--- config.mk ---
export PLATFORM = sky130hd
export DESIGN_NAME = dram_row_wipe_seq
export DESIGN_NICKNAME = d
export VERILOG_FILES = /design/src/rtl/dram_wipe_pkg.sv /design/src/rtl/wipe_phase_timer.sv /design/src/rtl/wipe_rep_tracker.sv /design/src/rtl/dram_row_wipe_seq.sv
export SDC_FILE = /design/constraint.sdc
export NUM_CORES = 1
export LEC_CHECK = 0
export BUFFER_PORTS_ARGS = -buffer_cell sky130_fd_sc_hd__buf_4
export CORE_MARGIN = 3
export CORE_UTILIZATION = 60
export DETAILED_ROUTE_END_ITERATION = 16
export PLACE_DENSITY = 0.86
export SLEW_MARGIN = 20
export SYNTH_ARGS = -nofsm -noshare
export SYNTH_HDL_FRONTEND = slang
export SYNTH_HIERARCHICAL = 1
export SYNTH_SLANG_ARGS = --single-unit
--- constraint.sdc ---
create_clock -name clk -period 7.5 [get_ports clk]
set_input_delay 0 -clock clk [delete_from_list [all_inputs] [get_ports clk]]
set_output_delay 0 -clock clk [all_outputs]
set_load 0.02 [all_outputs]
--- src/rtl/dram_wipe_pkg.sv ---
package dram_wipe_pkg;

  typedef enum logic [2:0] {
    PH_IDLE,
    PH_SETUP,
    PH_GLOW,
    PH_GPRE,
    PH_RLOW,
    PH_RPRE
  } phase_e;

  // Length in cycles of a given phase; idle counts as a single cycle.
  function automatic int unsigned phase_cycles(phase_e p, int unsigned setup_c,
                                               int unsigned glitch_c, int unsigned pre_c,
                                               int unsigned rfsh_c);
    case (p)
      PH_SETUP: return setup_c;
      PH_GLOW:  return glitch_c;
      PH_GPRE:  return pre_c;
      PH_RLOW:  return rfsh_c;
      PH_RPRE:  return pre_c;
      default:  return 1;
    endcase
  endfunction

  function automatic int unsigned max4(int unsigned a, int unsigned b,
                                       int unsigned c, int unsigned d);
    int unsigned m;
    m = a;
    if (b > m) m = b;
    if (c > m) m = c;
    if (d > m) m = d;
    return m;
  endfunction

endpackage

--- src/rtl/wipe_phase_timer.sv ---
module wipe_phase_timer #(
  parameter int TMR_W = 2
) (
  input  logic             clk,
  input  logic             rst,
  input  logic             load_i,
  input  logic [TMR_W-1:0] load_val_i,
  output logic             zero_o
);
  logic [TMR_W-1:0] cnt_q;

  always_ff @(posedge clk) begin
    if (rst)              cnt_q <= '0;
    else if (load_i)      cnt_q <= load_val_i;
    else if (cnt_q != '0) cnt_q <= cnt_q - 1'b1;
  end

  assign zero_o = (cnt_q == '0);
endmodule

--- src/rtl/wipe_rep_tracker.sv ---
module wipe_rep_tracker #(
  parameter int CNT_W = 32
) (
  input  logic             clk,
  input  logic             rst,
  input  logic             load_i,
  input  logic [CNT_W-1:0] load_val_i,
  input  logic             dec_i,
  output logic             is_zero_o,
  output logic             is_one_o
);
  logic [CNT_W-1:0] left_q;

  always_ff @(posedge clk) begin
    if (rst)                        left_q <= '0;
    else if (load_i)                left_q <= load_val_i;
    else if (dec_i && left_q != '0) left_q <= left_q - 1'b1;
  end

  assign is_zero_o = (left_q == '0);
  assign is_one_o  = (left_q == CNT_W'(1));
endmodule

--- src/rtl/dram_row_wipe_seq.sv ---
module dram_row_wipe_seq
  import dram_wipe_pkg::*;
#(
  parameter int ROW_W      = 8,
  parameter int CNT_W      = 32,
  parameter int SETUP_CYC  = 3,
  parameter int GLITCH_CYC = 2,
  parameter int PRE_CYC    = 3,
  parameter int RFSH_CYC   = 4
) (
  input  logic             clk,
  input  logic             rst,
  input  logic             start_i,
  input  logic [ROW_W-1:0] row_i,
  input  logic [CNT_W-1:0] reps_i,
  output logic             ras_n_o,
  output logic             cas_n_o,
  output logic [ROW_W-1:0] addr_o,
  output logic             busy_o,
  output logic             done_o
);
  localparam int unsigned MAX_CYC = max4(SETUP_CYC, GLITCH_CYC, PRE_CYC, RFSH_CYC);
  localparam int TMR_W = (MAX_CYC > 1) ? $clog2(MAX_CYC) : 1;

  phase_e           phase_q, phase_d;
  logic [ROW_W-1:0] addr_q;
  logic             done_q;

  // Named internal events
  logic accept_w, step_w, glitch_end_w, loop_exit_w, op_end_w;
  logic tmr_zero, reps_zero, reps_one, rep_dec;
  logic tmr_load;
  logic [TMR_W-1:0] tmr_val;

  assign accept_w     = (phase_q == PH_IDLE) && start_i;
  assign step_w       = (phase_q != PH_IDLE) && tmr_zero;
  assign glitch_end_w = (phase_q == PH_GLOW) && step_w;
  assign loop_exit_w  = (phase_q == PH_GPRE) && step_w && reps_one;
  assign op_end_w     = (phase_q == PH_RPRE) && step_w;
  assign rep_dec      = (phase_q == PH_GPRE) && step_w;

  always_comb begin
    phase_d = phase_q;
    case (phase_q)
      PH_IDLE:  if (start_i) phase_d = PH_SETUP;
      PH_SETUP: if (step_w)  phase_d = reps_zero ? PH_RLOW : PH_GLOW;
      PH_GLOW:  if (step_w)  phase_d = PH_GPRE;
      PH_GPRE:  if (step_w)  phase_d = reps_one ? PH_RLOW : PH_GLOW;
      PH_RLOW:  if (step_w)  phase_d = PH_RPRE;
      PH_RPRE:  if (step_w)  phase_d = PH_IDLE;
      default:               phase_d = PH_IDLE;
    endcase
  end

  assign tmr_load = (phase_d != phase_q);
  assign tmr_val  = TMR_W'(phase_cycles(phase_d, SETUP_CYC, GLITCH_CYC, PRE_CYC, RFSH_CYC) - 1);

  wipe_phase_timer #(.TMR_W(TMR_W)) u_timer (
    .clk        (clk),
    .rst        (rst),
    .load_i     (tmr_load),
    .load_val_i (tmr_val),
    .zero_o     (tmr_zero)
  );

  wipe_rep_tracker #(.CNT_W(CNT_W)) u_reps (
    .clk        (clk),
    .rst        (rst),
    .load_i     (accept_w),
    .load_val_i (reps_i),
    .dec_i      (rep_dec),
    .is_zero_o  (reps_zero),
    .is_one_o   (reps_one)
  );

  always_ff @(posedge clk) begin
    if (rst) begin
      phase_q <= PH_IDLE;
      addr_q  <= '0;
      done_q  <= 1'b0;
    end else begin
      phase_q <= phase_d;
      done_q  <= op_end_w;
      if (accept_w) addr_q <= row_i;
    end
  end

  assign ras_n_o = !((phase_q == PH_GLOW) || (phase_q == PH_RLOW));
  assign cas_n_o = 1'b1;
  assign addr_o  = addr_q;
  assign busy_o  = (phase_q != PH_IDLE);
  assign done_o  = done_q;

  // ---------------- assertions ----------------
  AST_ADDR_HELD: assert property (@(posedge clk) disable iff (rst)
    busy_o && $past(busy_o) |-> $stable(addr_o));

  AST_SETUP_HIGH: assert property (@(posedge clk) disable iff (rst)
    $past(accept_w) |-> ras_n_o && busy_o);

  generate
    if (GLITCH_CYC == 2) begin : g_two_cycle_check
      AST_GLITCH_WIDTH: assert property (@(posedge clk) disable iff (rst)
        glitch_end_w |-> !$past(ras_n_o) && $past(ras_n_o, 2));
    end
  endgenerate

  AST_PRE_AFTER_GLITCH: assert property (@(posedge clk) disable iff (rst)
    glitch_end_w |=> ras_n_o);

  AST_ZERO_SKIPS: assert property (@(posedge clk) disable iff (rst)
    (phase_q == PH_SETUP) && step_w && reps_zero |=> !ras_n_o && (phase_q == PH_RLOW));

  AST_LOOP_TO_RFSH: assert property (@(posedge clk) disable iff (rst)
    loop_exit_w |=> !ras_n_o && (phase_q == PH_RLOW));

  AST_DONE_PULSE: assert property (@(posedge clk) disable iff (rst)
    done_o |=> !done_o);

  AST_DONE_AFTER_BUSY: assert property (@(posedge clk) disable iff (rst)
    done_o |-> !busy_o && $past(busy_o));

  AST_START_IGNORED: assert property (@(posedge clk) disable iff (rst)
    busy_o && start_i && !op_end_w |=> busy_o && $stable(addr_o));

endmodule

# Yosys cells after proc, flatten, opt, wreduce, memory -nomap -nowiden
# Index checks and enable logic that the tools add are counted.
# Widths: inputs -> output; s select.
# totals
ff_bits	46
output_inout_bits	12
# classes
add_sub_neg	3
n_eq_ne	12
n_mux	14
reduce_logical	16
# ops
operator	n
$mux 32	2
$eq 32x1->1 const B	1
$logic_not 32->1	1
$reduce_bool 32->1	1
$sub 32x1->32 const B	1
$mux 3	8
$pmux 3 s6	1
$eq 3x2->1 const B	4
$eq 3x3->1 const B	4
$eq 3x1->1 const B	2
$pmux 2 s3	1
$reduce_bool 2->1	3
$logic_and 1x1->1	5
$mux 2	2
$sub 2x1->2 const B	2
$logic_not 3->1	1
$ne 3x3->1	1
$reduce_bool 3->1	1
$reduce_or 3->1	1
$logic_not 2->1	1
$logic_not 1->1	1
$logic_or 1x1->1	1

# Logic depth before layout (Yosys ltp)
# logic_depth
ltp_word	9
mapped_depth	12

# Hierarchy
# Netlist, hierarchy kept.
# by_module_without_submodules
mod	n_inst	cells_per_inst	area_per_inst_um2	seq_area_each_um2
wipe_rep_tracker	1	247	2088.3	640.6
dram_row_wipe_seq	1	79	625.6	240.2
wipe_phase_timer	1	12	121.4	40.0

# Worst setup path before layout
# No wires, ideal clock.
# synth_timing
path_type	reg2reg
start	register u_timer.cnt_q[0]
end	register u_reps.left_q[20]
setup_time_ns	0.091
arrival_ns	2.312
t_required_ns	7.409
path_slack_ns	5.097
path_stages_with_launch	10
cell_sequence	dfxtp_1 > inv_1 > ha_1 > nand2_1 > nor2_1 > nand2_1 > nor3_1 > o21ai_0 > or4_1 > a311oi_1
# synth_via
elab_chain_cells	5
# synth_rtl
item	line	source
from (decl)	wipe_phase_timer.sv:10	logic [TMR_W-1:0] cnt_q;
from (signal assigned)	wipe_phase_timer.sv:14	else if (load_i) cnt_q <= load_val_i;
from (signal assigned)	wipe_phase_timer.sv:15	else if (cnt_q != '0) cnt_q <= cnt_q - 1'b1;
$logic_not 2->1	wipe_phase_timer.sv:18	assign zero_o = (cnt_q == '0);
net tmr_zero	dram_row_wipe_seq.sv:31	logic tmr_zero, reps_zero, reps_one, rep_dec;
$logic_and 1x1->1	dram_row_wipe_seq.sv:36	assign step_w = (phase_q != PH_IDLE) && tmr_zero;
$logic_and 1x1->1	dram_row_wipe_seq.sv:40	assign rep_dec = (phase_q == PH_GPRE) && step_w;
net rep_dec	dram_row_wipe_seq.sv:31	
$logic_and 1x1->1	wipe_rep_tracker.sv:17	else if (dec_i && left_q != '0) left_q <= left_q - 1'b1;
$reduce_bool 2->1 (no source line)	n/a	
to (signal assigned)	wipe_rep_tracker.sv:16	else if (load_i) left_q <= load_val_i;
to (signal assigned)	wipe_rep_tracker.sv:17	
to (decl)	wipe_rep_tracker.sv:12	logic [CNT_W-1:0] left_q;
# The timed path passes the listed nets, and every way through them passes these cells.
# A chain may end at the register's enable or synchronous reset.

# Final worst setup path
# layout_timing
start	register u_timer.cnt_q[0]
end	register u_reps.left_q[6]
# Same word-level chain as after synthesis.

==> impl_metrics.xml <==
<?xml version="1.0" encoding="UTF-8"?>
<metrics>
  <group name="sta">
    <metric name="timing.final.crit_share" unit="%">42.0</metric>
    <metric name="min_period" unit="ps">3150</metric>
    <metric name="final-setup-viol-count" unit="">0</metric>
    <metric name="rsz_0062_raised_after_global_routing" unit="">no</metric>
    <metric name="maximum_clock_frequency" unit="GHz">0.317</metric>
    <metric name="worst_pin_slew" unit="ps">990</metric>
    <metric name="timing_max_transition_violations_final" unit="">0</metric>
    <metric name="timing.setup.tns" unit="ps">0</metric>
    <metric name="final.hold.worst_slack" unit="ps">2.74</metric>
    <metric name="max-slew-margin-rel" unit="%">33.7</metric>
    <metric name="final-hold-violation-count" unit="">0</metric>
    <metric name="finalClockSkew" unit="ps">8.45</metric>
  </group>
  <group name="clock_network">
    <metric name="cts_tree" unit="">yes</metric>
    <metric name="cts_num_sinks" unit="">46</metric>
    <metric name="htreeDepth" unit="">2</metric>
    <metric name="cts-buffers-inserted" unit="">5</metric>
    <metric name="clk_path_buf_depth" unit="">2</metric>
    <metric name="clkLatencyLatePin" unit="ps">310</metric>
    <metric name="cts_root_buffer" unit="">clkbuf_8</metric>
    <metric name="clock_pin_slew_on_the_worst_setup_and_hold_paths" unit="ps">90</metric>
  </group>
  <group name="routing">
    <metric name="first_pass_iters" unit="">5</metric>
    <metric name="routedWlPerCell" unit="um">16.5</metric>
    <metric name="routed_vias_inst" unit="">6.44</metric>
    <metric name="remaining_drc_errors" unit="">0</metric>
    <metric name="first_iter_violations" unit="">272</metric>
    <metric name="detailroute.via_count" unit="">3007</metric>
    <metric name="ant_nets" unit="">0</metric>
    <metric name="routed_wirelength" unit="um">7720</metric>
  </group>
  <group name="run_status">
    <metric name="status" unit="">finished, final reports clean</metric>
  </group>
  <group name="synth">
    <metric name="synthTopCellsByArea" unit="">dfxtp_1 (32%), nor2_1 (5.7%), a311oi_1 (4.6%)</metric>
    <metric name="syn_inst" unit="">338</metric>
    <metric name="synthArstFlopShare" unit="%">0</metric>
    <metric name="syn_area" unit="mm2">0.00284</metric>
    <metric name="synth.ff_latch_count" unit="">46</metric>
    <metric name="post-synth-top-area-fraction" unit="%">32.5</metric>
    <metric name="netlist_top_cells_count" unit="">dfxtp_1 (46), nor2_1 (43), nand2_1 (29)</metric>
    <metric name="ys_seq_area_share" unit="%">32.5</metric>
    <metric name="synth_nets" unit="">384</metric>
    <metric name="synth_largest_area_cell" unit="">dfxtp_1</metric>
    <metric name="synth-main-ff-cell" unit="">dfxtp_1</metric>
    <metric name="synth-warning-count" unit="">6</metric>
    <metric name="synth.most_common_cell" unit="">dfxtp_1</metric>
    <metric name="synth_edf_count" unit="">0</metric>
    <metric name="number_of_unique_standard_cell_types_used_by_synthesis" unit="">68</metric>
    <metric name="postSynthAreaPerCell" unit="um2">8.39</metric>
  </group>
  <group name="critical_path">
    <metric name="critical_path.max_fanout" unit="">11</metric>
    <metric name="critical_path_arrival" unit="ps">3350</metric>
    <metric name="cp.required" unit="ps">7700</metric>
    <metric name="end_kind" unit="">register</metric>
    <metric name="worstSetupStartpointType" unit="">register</metric>
    <metric name="worst-setup-path-type" unit="">reg -&gt; reg</metric>
  </group>
  <group name="cells_and_area">
    <metric name="syn2layout_area_growth" unit="%">28.9</metric>
    <metric name="antenna_cells_inserted" unit="">0</metric>
    <metric name="nNetsFinal" unit="">460</metric>
    <metric name="num-fill-cells" unit="">275</metric>
    <metric name="layout.cell_area.non_filler" unit="mm2">0.00366</metric>
    <metric name="post_route_cells_drive_above_1_share" unit="%">22.7</metric>
  </group>
  <group name="power_and_ir_drop">
    <metric name="irDropWorstVdd" unit="uV">177</metric>
    <metric name="power.static_leakage" unit="nW">1.36</metric>
    <metric name="power_per_cell_area" unit="mW/mm2">267</metric>
  </group>
  <group name="global_routing">
    <metric name="grt_pass1_wl" unit="um">12300</metric>
    <metric name="first_global_vias" unit="">2664</metric>
    <metric name="globalRoute.totalOverflow" unit="">0</metric>
    <metric name="grt_start_max_net_pins" unit="">53</metric>
    <metric name="grt_antenna_before_repair" unit="">0</metric>
    <metric name="grt_usage" unit="%">28.0</metric>
  </group>
  <group name="placed_design">
    <metric name="placer_congestion" unit="">0.874</metric>
    <metric name="dp.final_hpwl" unit="um">4570</metric>
    <metric name="postPlaceCellArea" unit="mm2">0.00320</metric>
    <metric name="placement.io_buffers" unit="">53</metric>
  </group>
  <group name="floorplanning">
    <metric name="chipWidth" unit="um">74.7</metric>
    <metric name="top_level_ports" unit="">55</metric>
    <metric name="floorplan.rows" unit="">24</metric>
    <metric name="core_region_area" unit="mm2">0.00444</metric>
    <metric name="die_area" unit="mm2">0.00559</metric>
    <metric name="die_height" unit="um">74.7</metric>
    <metric name="initial_core_utilization" unit="%">63.8</metric>
  </group>
  <group name="hold_path">
    <metric name="min_path_type" unit="">in -&gt; reg</metric>
  </group>
  <group name="flow_run">
    <metric name="cap_violations" unit="">0</metric>
  </group>
</metrics>
registers in the layout, summed over array words and instances, names as in the netlist:
register	flops
u_reps/left_q	32
addr_o	8
phase_q	3
u_timer/cnt_q	2
done_o	1
path summary, 6_finish.rpt:
check / from / to / slack, ps / cells after the start
min reg2reg: addr_o[4] / addr_o[4] / 470 / 2
max reg2reg: u_timer/cnt_q[0] / u_reps/left_q[6] / 4350 / 8
max: u_timer/cnt_q[0] / u_reps/left_q[6] / 4350 / 8
min: reps_i[5] / u_reps/left_q[5] / 3 / 3
per-layer routing:
layer / vias up / part of all wire, % / global-route usage (%) / routed length [um]
li1: 1431 / - / - / -
met1: 1409 / 44 / 35.8 / 3370
met2: 149 / 48 / 47.3 / 3720
met3: 18 / 5.7 / 4.14 / 439
met4: 0 / 2.6 / 11.7 / 197
met5: - / 0 / 0 / 0
report_power, final:
part / internal [mW] / leakage, nW / switching (mW)
Clock: 0.0995 / 0.0514 / 0.0888
Sequential: 0.297 / 0.380 / 0.0676
Combinational: 0.174 / 0.925 / 0.250
placed cells by master (no fill, tap or decap), types with 3 or more instances in the layout:
master          n
ha_1            3
nor2_1         43
or2_2           3
nand4_1         3
a211oi_1       13
a311oi_1       15
xnor2_1         4
dlygate4sd3_1  35
a21oi_1         9
and4_2          3
nand2b_1        6
nand3b_1        3
nor2b_1         6
a2111oi_0       6
nand2_1        29
nor3_1         10
nor4_1          6
and4_1          6
a21oi_2         8
inv_1          14
clkbuf_8        5
dfxtp_1        46
o31ai_1         8
buf_4          54
nand3_1         5
and3_1          3
o41ai_1         4
o21ai_0         4
or3_1           7
or4_1           6
critical path, cell delays in order (launching register included):
cell	delay (ps)
dfxtp_1	330
inv_1	60
ha_1	330
nand2_1	160
nor2_1	480
nand3_1	280
a31oi_1	790
a211oi_1	250
a2111oi_0	360
cells by family (layout without fill, tap and decap cells):
kind of cell / count (synthesis) / in the layout / share of synthesized area [%]
AND/OR/NAND/NOR: 158 / 158 / 32.2
flip-flops: 46 / 46 / 32.5
other: 1 / 1 / 0.132
XOR/XNOR: 6 / 6 / 1.85
AO/OA/AOI/OAI: 87 / 87 / 25.1
buffers and inverters: 36 / 113 / 6.62
adder cells (fa/ha/maj): 3 / 3 / 1.32
multiplexers: 1 / 1 / 0.353
repair_timing:
action / in CTS / in global routing
gates resized for setup: 0 / 0
setup endpoints to repair: 0 / 0
hold buffers: 35 / 0
setup buffers: 0 / 0
endpoints found under the hold margin: 35 / 0
area by class of cell:
class	instances	area [um2]	area share [%]
multi-input cells	256	1730	47.2
clock buffers	6	72.6	1.98
flip-flops and latches	46	921	25.2
repair buffers	89	756	20.7
well taps	52	65.1	1.78
clock inverters	2	37.5	1.03
inverters	16	77.6	2.12
metrics by stage:
step	total power [mW]	util [%]	cells	setup slack [ps]
finish	0.977	82.3	467	4350
global route	1.03	82.3	467	4100
CTS	0.962	82.3	467	4450
detailed placement	0.760	71.9	424	4470
global placement	0.748	71.9	424	4690
floorplan	0.667	-	338	5100
Power figures use the tool's default switching activity.
